===== src/rtl/trim_dac_pkg.sv =====
package trim_dac_pkg;

  localparam int BYTE_W = 8;
  localparam int SUB_W  = 4;

  localparam logic [3:0] MODE_AUTO  = 4'h0;
  localparam logic [3:0] MODE_FIXED = 4'hF;

  typedef enum logic [2:0] {
    FR_IDLE,
    FR_ADDR,
    FR_INSTR,
    FR_DATA,
    FR_SKIP
  } frame_st_e;

endpackage


===== src/rtl/trim_dac_line_sync.sv =====
module trim_dac_line_sync #(
  parameter int STAGES = 2
) (
  input  logic clk,
  input  logic rst_n,
  input  logic scl_i,
  input  logic sda_i,
  output logic scl_q,
  output logic sda_q,
  output logic scl_rise,
  output logic scl_fall,
  output logic start_det,
  output logic stop_det
);

  logic [STAGES-1:0] scl_pipe_q, scl_pipe_d;
  logic [STAGES-1:0] sda_pipe_q, sda_pipe_d;
  logic              scl_prev_q, sda_prev_q;

  always_comb begin
    scl_pipe_d = {scl_pipe_q[STAGES-2:0], scl_i};
    sda_pipe_d = {sda_pipe_q[STAGES-2:0], sda_i};
  end

  // The bus idles high, so every stage resets to 1.
  always_ff @(posedge clk or negedge rst_n) begin
    if (!rst_n) begin
      scl_pipe_q <= '1;
      sda_pipe_q <= '1;
      scl_prev_q <= 1'b1;
      sda_prev_q <= 1'b1;
    end else begin
      scl_pipe_q <= scl_pipe_d;
      sda_pipe_q <= sda_pipe_d;
      scl_prev_q <= scl_pipe_q[STAGES-1];
      sda_prev_q <= sda_pipe_q[STAGES-1];
    end
  end

  assign scl_q     = scl_pipe_q[STAGES-1];
  assign sda_q     = sda_pipe_q[STAGES-1];
  assign scl_rise  = scl_q & ~scl_prev_q;
  assign scl_fall  = ~scl_q & scl_prev_q;
  assign start_det = scl_q & scl_prev_q & sda_prev_q & ~sda_q;
  assign stop_det  = scl_q & scl_prev_q & ~sda_prev_q & sda_q;

endmodule


===== src/rtl/trim_dac_byte_rx.sv =====
module trim_dac_byte_rx
  import trim_dac_pkg::*;
(
  input  logic              clk,
  input  logic              rst_n,
  input  logic              sda_q,
  input  logic              scl_rise,
  input  logic              scl_fall,
  input  logic              start_det,
  input  logic              stop_det,
  input  logic              ack_req,
  output logic [BYTE_W-1:0] byte_o,
  output logic              byte_stb,
  output logic              sda_oe_o
);

  localparam int CNT_W = $clog2(BYTE_W + 1);
  localparam logic [CNT_W-1:0] LAST_BIT = CNT_W'(BYTE_W - 1);
  localparam logic [CNT_W-1:0] ACK_POS  = CNT_W'(BYTE_W);

  logic [CNT_W-1:0]  cnt_q, cnt_d;
  logic [BYTE_W-1:0] sh_q, sh_d;
  logic              stb_q, stb_d;
  logic              in_ack_q, in_ack_d;
  logic              oe_q, oe_d;
  logic              ack_lat_q, ack_lat_d;

  always_comb begin
    cnt_d     = cnt_q;
    sh_d      = sh_q;
    stb_d     = 1'b0;
    in_ack_d  = in_ack_q;
    oe_d      = oe_q;
    ack_lat_d = ack_lat_q;
    if (start_det || stop_det) begin
      cnt_d    = '0;
      in_ack_d = 1'b0;
      oe_d     = 1'b0;
    end else begin
      if (scl_rise && (cnt_q < ACK_POS)) begin
        sh_d  = {sh_q[BYTE_W-2:0], sda_q};
        cnt_d = cnt_q + 1'b1;
        if (cnt_q == LAST_BIT) stb_d = 1'b1;
      end
      if (stb_q) ack_lat_d = ack_req;
      if (scl_fall && (cnt_q == ACK_POS)) begin
        if (!in_ack_q) begin
          in_ack_d = 1'b1;
          oe_d     = ack_lat_q;
        end else begin
          in_ack_d = 1'b0;
          oe_d     = 1'b0;
          cnt_d    = '0;
        end
      end
    end
  end

  always_ff @(posedge clk or negedge rst_n) begin
    if (!rst_n) begin
      cnt_q     <= '0;
      sh_q      <= '0;
      stb_q     <= 1'b0;
      in_ack_q  <= 1'b0;
      oe_q      <= 1'b0;
      ack_lat_q <= 1'b0;
    end else begin
      cnt_q     <= cnt_d;
      sh_q      <= sh_d;
      stb_q     <= stb_d;
      in_ack_q  <= in_ack_d;
      oe_q      <= oe_d;
      ack_lat_q <= ack_lat_d;
    end
  end

  assign byte_o   = sh_q;
  assign byte_stb = stb_q;
  assign sda_oe_o = oe_q;

endmodule


===== src/rtl/trim_dac_frame_ctl.sv =====
module trim_dac_frame_ctl
  import trim_dac_pkg::*;
#(
  parameter int         NUM_CH = 8,
  parameter logic [3:0] DEV_HI = 4'h4
) (
  input  logic                      clk,
  input  logic                      rst_n,
  input  logic                      start_det,
  input  logic                      stop_det,
  input  logic                      byte_stb,
  input  logic [BYTE_W-1:0]         byte_i,
  input  logic [2:0]                strap_eff,
  output logic                      ack_req,
  output logic                      wr_stb,
  output logic [$clog2(NUM_CH)-1:0] wr_idx,
  output logic [BYTE_W-1:0]         wr_data,
  output frame_st_e                 state_o
);

  localparam int IDX_W = $clog2(NUM_CH);
  localparam logic [SUB_W:0] CH_LIMIT = (SUB_W + 1)'(NUM_CH);

  frame_st_e        state_q, state_d;
  logic [SUB_W-1:0] sub_q, sub_d;
  logic             auto_q, auto_d;
  logic             valid_q, valid_d;
  logic             addr_hit;
  logic             sub_backed;

  assign addr_hit   = (byte_i[7:4] == DEV_HI) && (byte_i[3:1] == strap_eff) && !byte_i[0];
  assign sub_backed = ({1'b0, sub_q} < CH_LIMIT);

  always_comb begin
    state_d = state_q;
    sub_d   = sub_q;
    auto_d  = auto_q;
    valid_d = valid_q;
    ack_req = 1'b0;
    wr_stb  = 1'b0;
    if (start_det) begin
      state_d = FR_ADDR;
    end else if (stop_det) begin
      state_d = FR_IDLE;
    end else if (byte_stb) begin
      unique case (state_q)
        FR_ADDR: begin
          if (addr_hit) begin
            ack_req = 1'b1;
            state_d = FR_INSTR;
          end else begin
            state_d = FR_SKIP;
          end
        end
        FR_INSTR: begin
          ack_req = 1'b1;
          sub_d   = byte_i[SUB_W-1:0];
          auto_d  = (byte_i[7:4] == MODE_AUTO);
          valid_d = (byte_i[7:4] == MODE_AUTO) || (byte_i[7:4] == MODE_FIXED);
          state_d = FR_DATA;
        end
        FR_DATA: begin
          ack_req = 1'b1;
          if (valid_q && sub_backed) wr_stb = 1'b1;
          if (valid_q && auto_q) sub_d = sub_q + 1'b1;
        end
        default: begin
          ack_req = 1'b0;
        end
      endcase
    end
  end

  always_ff @(posedge clk or negedge rst_n) begin
    if (!rst_n) begin
      state_q <= FR_IDLE;
      sub_q   <= '0;
      auto_q  <= 1'b0;
      valid_q <= 1'b0;
    end else begin
      state_q <= state_d;
      sub_q   <= sub_d;
      auto_q  <= auto_d;
      valid_q <= valid_d;
    end
  end

  assign wr_idx  = sub_q[IDX_W-1:0];
  assign wr_data = byte_i;
  assign state_o = state_q;

endmodule


===== src/rtl/trim_dac_code_bank.sv =====
module trim_dac_code_bank
  import trim_dac_pkg::*;
#(
  parameter int NUM_CH = 8
) (
  input  logic                      clk,
  input  logic                      rst_n,
  input  logic                      wr_stb,
  input  logic [$clog2(NUM_CH)-1:0] wr_idx,
  input  logic [BYTE_W-1:0]         wr_data,
  output logic [NUM_CH*BYTE_W-1:0]  codes_o
);

  localparam int IDX_W = $clog2(NUM_CH);

  for (genvar ch = 0; ch < NUM_CH; ch++) begin : g_ch
    logic [BYTE_W-1:0] code_q, code_d;
    logic              hit;

    assign hit = wr_stb && (wr_idx == IDX_W'(ch));

    always_comb begin
      code_d = code_q;
      if (hit) code_d = wr_data;
    end

    always_ff @(posedge clk or negedge rst_n) begin
      if (!rst_n) code_q <= '0;
      else        code_q <= code_d;
    end

    assign codes_o[ch*BYTE_W +: BYTE_W] = code_q;
  end

endmodule


===== src/rtl/trim_dac_i2c_target.sv =====
module trim_dac_i2c_target
  import trim_dac_pkg::*;
#(
  parameter int NUM_CH      = 8,
  parameter int SYNC_STAGES = 2,
  parameter bit FORCE_A2    = 1'b0
) (
  input  logic                     clk,
  input  logic                     rst_n,
  input  logic                     scl_i,
  input  logic                     sda_i,
  output logic                     sda_oe_o,
  input  logic [2:0]               strap_i,
  output logic [NUM_CH*BYTE_W-1:0] dac_codes_o
);

  localparam int   IDX_W    = $clog2(NUM_CH);
  localparam logic FORCE_HI = FORCE_A2;

  logic              scl_q, sda_q, scl_rise, scl_fall, start_det, stop_det;
  logic [BYTE_W-1:0] rx_byte;
  logic              byte_stb, ack_req, wr_stb;
  logic [IDX_W-1:0]  wr_idx;
  logic [BYTE_W-1:0] wr_data;
  logic [2:0]        strap_eff;
  frame_st_e         frame_state;

  assign strap_eff = {strap_i[2] | FORCE_HI, strap_i[1:0]};

  trim_dac_line_sync #(.STAGES(SYNC_STAGES)) u_sync (
    .clk       (clk),
    .rst_n     (rst_n),
    .scl_i     (scl_i),
    .sda_i     (sda_i),
    .scl_q     (scl_q),
    .sda_q     (sda_q),
    .scl_rise  (scl_rise),
    .scl_fall  (scl_fall),
    .start_det (start_det),
    .stop_det  (stop_det)
  );

  trim_dac_byte_rx u_rx (
    .clk       (clk),
    .rst_n     (rst_n),
    .sda_q     (sda_q),
    .scl_rise  (scl_rise),
    .scl_fall  (scl_fall),
    .start_det (start_det),
    .stop_det  (stop_det),
    .ack_req   (ack_req),
    .byte_o    (rx_byte),
    .byte_stb  (byte_stb),
    .sda_oe_o  (sda_oe_o)
  );

  trim_dac_frame_ctl #(.NUM_CH(NUM_CH)) u_frame (
    .clk       (clk),
    .rst_n     (rst_n),
    .start_det (start_det),
    .stop_det  (stop_det),
    .byte_stb  (byte_stb),
    .byte_i    (rx_byte),
    .strap_eff (strap_eff),
    .ack_req   (ack_req),
    .wr_stb    (wr_stb),
    .wr_idx    (wr_idx),
    .wr_data   (wr_data),
    .state_o   (frame_state)
  );

  trim_dac_code_bank #(.NUM_CH(NUM_CH)) u_bank (
    .clk     (clk),
    .rst_n   (rst_n),
    .wr_stb  (wr_stb),
    .wr_idx  (wr_idx),
    .wr_data (wr_data),
    .codes_o (dac_codes_o)
  );

endmodule


===== config.mk =====
export PLATFORM = sky130hd
export DESIGN_NAME = trim_dac_i2c_target
export DESIGN_NICKNAME = d
export VERILOG_FILES = /design/src/rtl/trim_dac_pkg.sv /design/src/rtl/trim_dac_line_sync.sv /design/src/rtl/trim_dac_byte_rx.sv /design/src/rtl/trim_dac_frame_ctl.sv /design/src/rtl/trim_dac_code_bank.sv /design/src/rtl/trim_dac_i2c_target.sv
export SDC_FILE = /design/constraint.sdc
export NUM_CORES = 1
export LEC_CHECK = 0
export BUFFER_PORTS_ARGS = -buffer_cell sky130_fd_sc_hd__buf_2
export CAP_MARGIN = 20
export CORE_ASPECT_RATIO = 0.6
export CORE_UTILIZATION = 35
export CTS_BUF_LIST = sky130_fd_sc_hd__clkbuf_2
export DETAILED_ROUTE_END_ITERATION = 7
export GPL_TIMING_DRIVEN = 0
export HOLD_SLACK_MARGIN = 0.02
export SYNTH_ARGS = -nofsm -noshare
export SYNTH_HDL_FRONTEND = slang
export SYNTH_HIERARCHICAL = 1
export SYNTH_SLANG_ARGS = --single-unit

===== constraint.sdc =====
create_clock -name clk -period 2.45 [get_ports clk]
set_input_delay 0.245 -clock clk [delete_from_list [all_inputs] [get_ports clk]]
set_output_delay 0.245 -clock clk [all_outputs]
set_load 0.01 [all_outputs]

==> reports/metrics.yaml <==
power.density_mw_per_mm2: 648
synthMuxAreaShare: 0.219
hpwl_um: 5910
grt.total_usage: 0.158
drv_cap: 0
drt_pass1_iterations: 4
routed_via_density: 4.93
synth_cell_types: 41
wl_per_cell_um: 16.5
cts_buffers: 9
rsz0062_at_grt: "no"
fin_crit_ns: 2.34
syn_to_final_growth_pct: 21.0
cts_tree: "done"
die_w_um: 140
grt_first_pass_wirelength_um: 14200
timing.fmax_mhz: 428
cts.sinks: 95
grt_pass1_vias: 2636
synth-xor-area-share: 0.0132
met1_usage: 0.216
drtAntennaViolNets: 0
cp_max_fo: 8
vias: 2535
dieArea_sq_mm: 0.0118
drt_wl_total_um: 8480
final-hold-violation-count: 0
clockBufferDepth: 2
finalNonFillerCells: 514
yosys.area_share.adder: 0.00943
synth-edff-count: 0
synth-simple-area-share: 0.0921
io_buffers: 71
finalNetCount: 380
dp_cells: 484
drt_iter0_drc: 109
syn-cell-area_sq_mm: 0.00398
async_reset_ff_frac: 1.00
gp_congestion: 0.778
busiest_layer: "met2"
crit_required_ns: 2.92
critPathLaunchType: "flip-flop"
cp.arrival_ns: 2.80
grt_max_degree: 59
antenna_found_initial: 0
diodes: 0
rows: 29
synth_top_family_by_area: "multiplexers"
clockRootBuffer: "clkbuf_2"
worstHoldPathType: "primary input to async pin"
final.period_utilization: 0.953
grtUsageMet2: 0.233
design.core.area_sq_mm: 0.0108
clk_latency_ns: 0.56
slew_viol_final: 0
synth_nets: 283
fin_tns_setup_ns: 0
ir_drop_uv: 256
holdWs_ns: 0.148
synth_compound_area_frac: 0.0305
syn_inst: 273
h-tree-depth: 3
final_layout_size_suffix_gt1_frac: 0.565
drcViolationCount: 0
ys_seq_elements: 95
ys_seq_area_frac: 0.599
synthFlopType: "dfrtp_1"
slew_headroom: 0.638
clkTransAtPathRegs_ns: 0.27
fin_skew_ns: 0.0334
yosys_warnings: 6
tightest_slew_ns: 0.541
grt.overflow.total: 0
grt_use_met3: 0.0599
cp-end-kind: "flip-flop"
fp.dieH_um: 84.6
syn_area_per_cell_sq_um: 14.6
setup_viol: 0
ios: 72
start_util: 0.368
nFillCells: 994
leakage_nw: 2.56
status: "finished, final reports clean"
critPathKind: "flip-flop to flip-flop"
r2r_cells: 7
## state kept, by name, indices dropped and copies added, names as in the netlist, 2 cells and up
name and flops:
u_bank/g_ch.code_q 64, u_rx/byte_o 8, u_frame/sub_q 4, u_rx/cnt_q 4, u_frame/state_o 3, u_sync/scl_pipe_q 2
u_sync/sda_pipe_q 2
## per-layer routing
| metal | wire, um | share of wire |
|---|---|---|
| met1 | 4180 | 0.49 |
| met2 | 3720 | 0.44 |
| met3 | 521 | 0.061 |
| met4 | 61 | 0.0072 |
| met5 | 0 | 0 |
## cells by family (layout without fill, tap and decap cells)
family / after synthesis / after routing
multiplexers: 78 / 78
XOR/XNOR: 6 / 6
AO/OA/AOI/OAI: 19 / 19
adder cells (fa/ha/maj): 3 / 3
buffers and inverters: 22 / 124
flip-flops: 95 / 95
AND/OR/NAND/NOR: 50 / 50
## power by group
part | total (mW) | leakage [nW] | switching, mW | internal [mW]
registers | 1.80 | 1.28 | 0.130 | 1.67
logic | 0.520 | 1.19 | 0.283 | 0.238
clock network | 0.795 | 0.0771 | 0.539 | 0.256
## cell usage after synthesis (2+ instances only)
library cell  instances  share of area
nor2_1                9         0.0085
xnor2_1               2         0.0044
a41oi_1               2         0.0044
nand4b_1              4         0.0088
nand3b_1              4         0.0075
dfrtp_1              89           0.56
nor4bb_1              3         0.0075
dfstp_2               6          0.040
nand4_1               2         0.0031
mux2_2               74           0.21
buf_4                12          0.023
xor2_1                4         0.0088
nor3_1                3         0.0038
nor2b_1               5         0.0079
buf_2                 6         0.0075
o21ai_0               8          0.010
ha_1                  3         0.0094
a21oi_1               2         0.0025
nand3_1               2         0.0025
nand2_1               6         0.0057
inv_1                 3         0.0028
mux2i_1               4          0.010
and4b_1               2         0.0050
## timing repair
action | CTS | global route
hold buffers | 3 | 0
buffers inserted | 8 | 3
resized for setup | 5 | 7
endpoints found under the setup margin | 64 | 25
pin swaps | 4 | 0
endpoints found under the hold margin | 62 | 0
## layout by cell type (no fill, tap or decap), types with 4 or more instances in the layout
cell type and n:
o21ai_0 8, dfrtp_1 89, nor2_1 8, buf_4 26, dfstp_2 6, nand2_1 6
mux2i_1 4, buf_2 73, nand3b_1 4, nand4b_1 4, nor2b_1 5, clkbuf_2 11
xor2_1 4, mux2_2 74
## worst max-delay path, stage by stage (launching register included)
cell and delay (ns):
dfstp_2 0.60, and4b_4 0.24, nor2_2 0.14, and4_1 0.20, buf_2 0.18, nor4bb_2 0.30, buf_4 0.24, mux2_2 0.35
## final cells by class
| class | instances | area [sq um] | area share |
|---|---|---|---|
| plain buffers | 19 | 143 | 0.0296 |
| clock buffers | 11 | 55.1 | 0.0114 |
| clock inverters | 5 | 65.1 | 0.0135 |
| inverters | 3 | 11.3 | 0.00234 |
| multi-input cells | 156 | 1480 | 0.308 |
| flip-flops and latches | 95 | 2380 | 0.495 |
| well taps | 139 | 174 | 0.0361 |
| repair buffers | 86 | 498 | 0.103 |
## worst paths after layout
check	startpoint	endpoint	slack, ns
worst min register to register	u_sync/sda_pipe_q[0]	u_sync/sda_pipe_q[1]	0.38
worst max register to register	u_sync/sda_pipe_q[1]	u_bank/g_ch[1].code_q[6]	0.11
worst max-delay path	u_sync/sda_pipe_q[1]	u_bank/g_ch[1].code_q[6]	0.11
min in group clk	scl_i	u_sync/scl_pipe_q[0]	0.29
worst min-delay path	rst_n	u_bank/g_ch[6].code_q[2]	0.15
max in group asynchronous	rst_n	u_sync/sda_prev_q	1.59
## through the flow
| stage | setup slack, ns | power (mW) | area [sq um] | utilization |
|---|---|---|---|---|
| after floorplan | 0.274 | 2.15 | 3980 | - |
| after global placement | -0.129 | 2.33 | 4510 | 0.417 |
| after detailed placement | -0.190 | 2.35 | 4540 | 0.420 |
| after CTS | 0.000736 | 3.17 | 4760 | 0.441 |
| after global routing | 0.0128 | 3.32 | 4810 | 0.445 |
| final | 0.114 | 3.12 | 4810 | 0.445 |
Power figures use the tool's default switching activity.
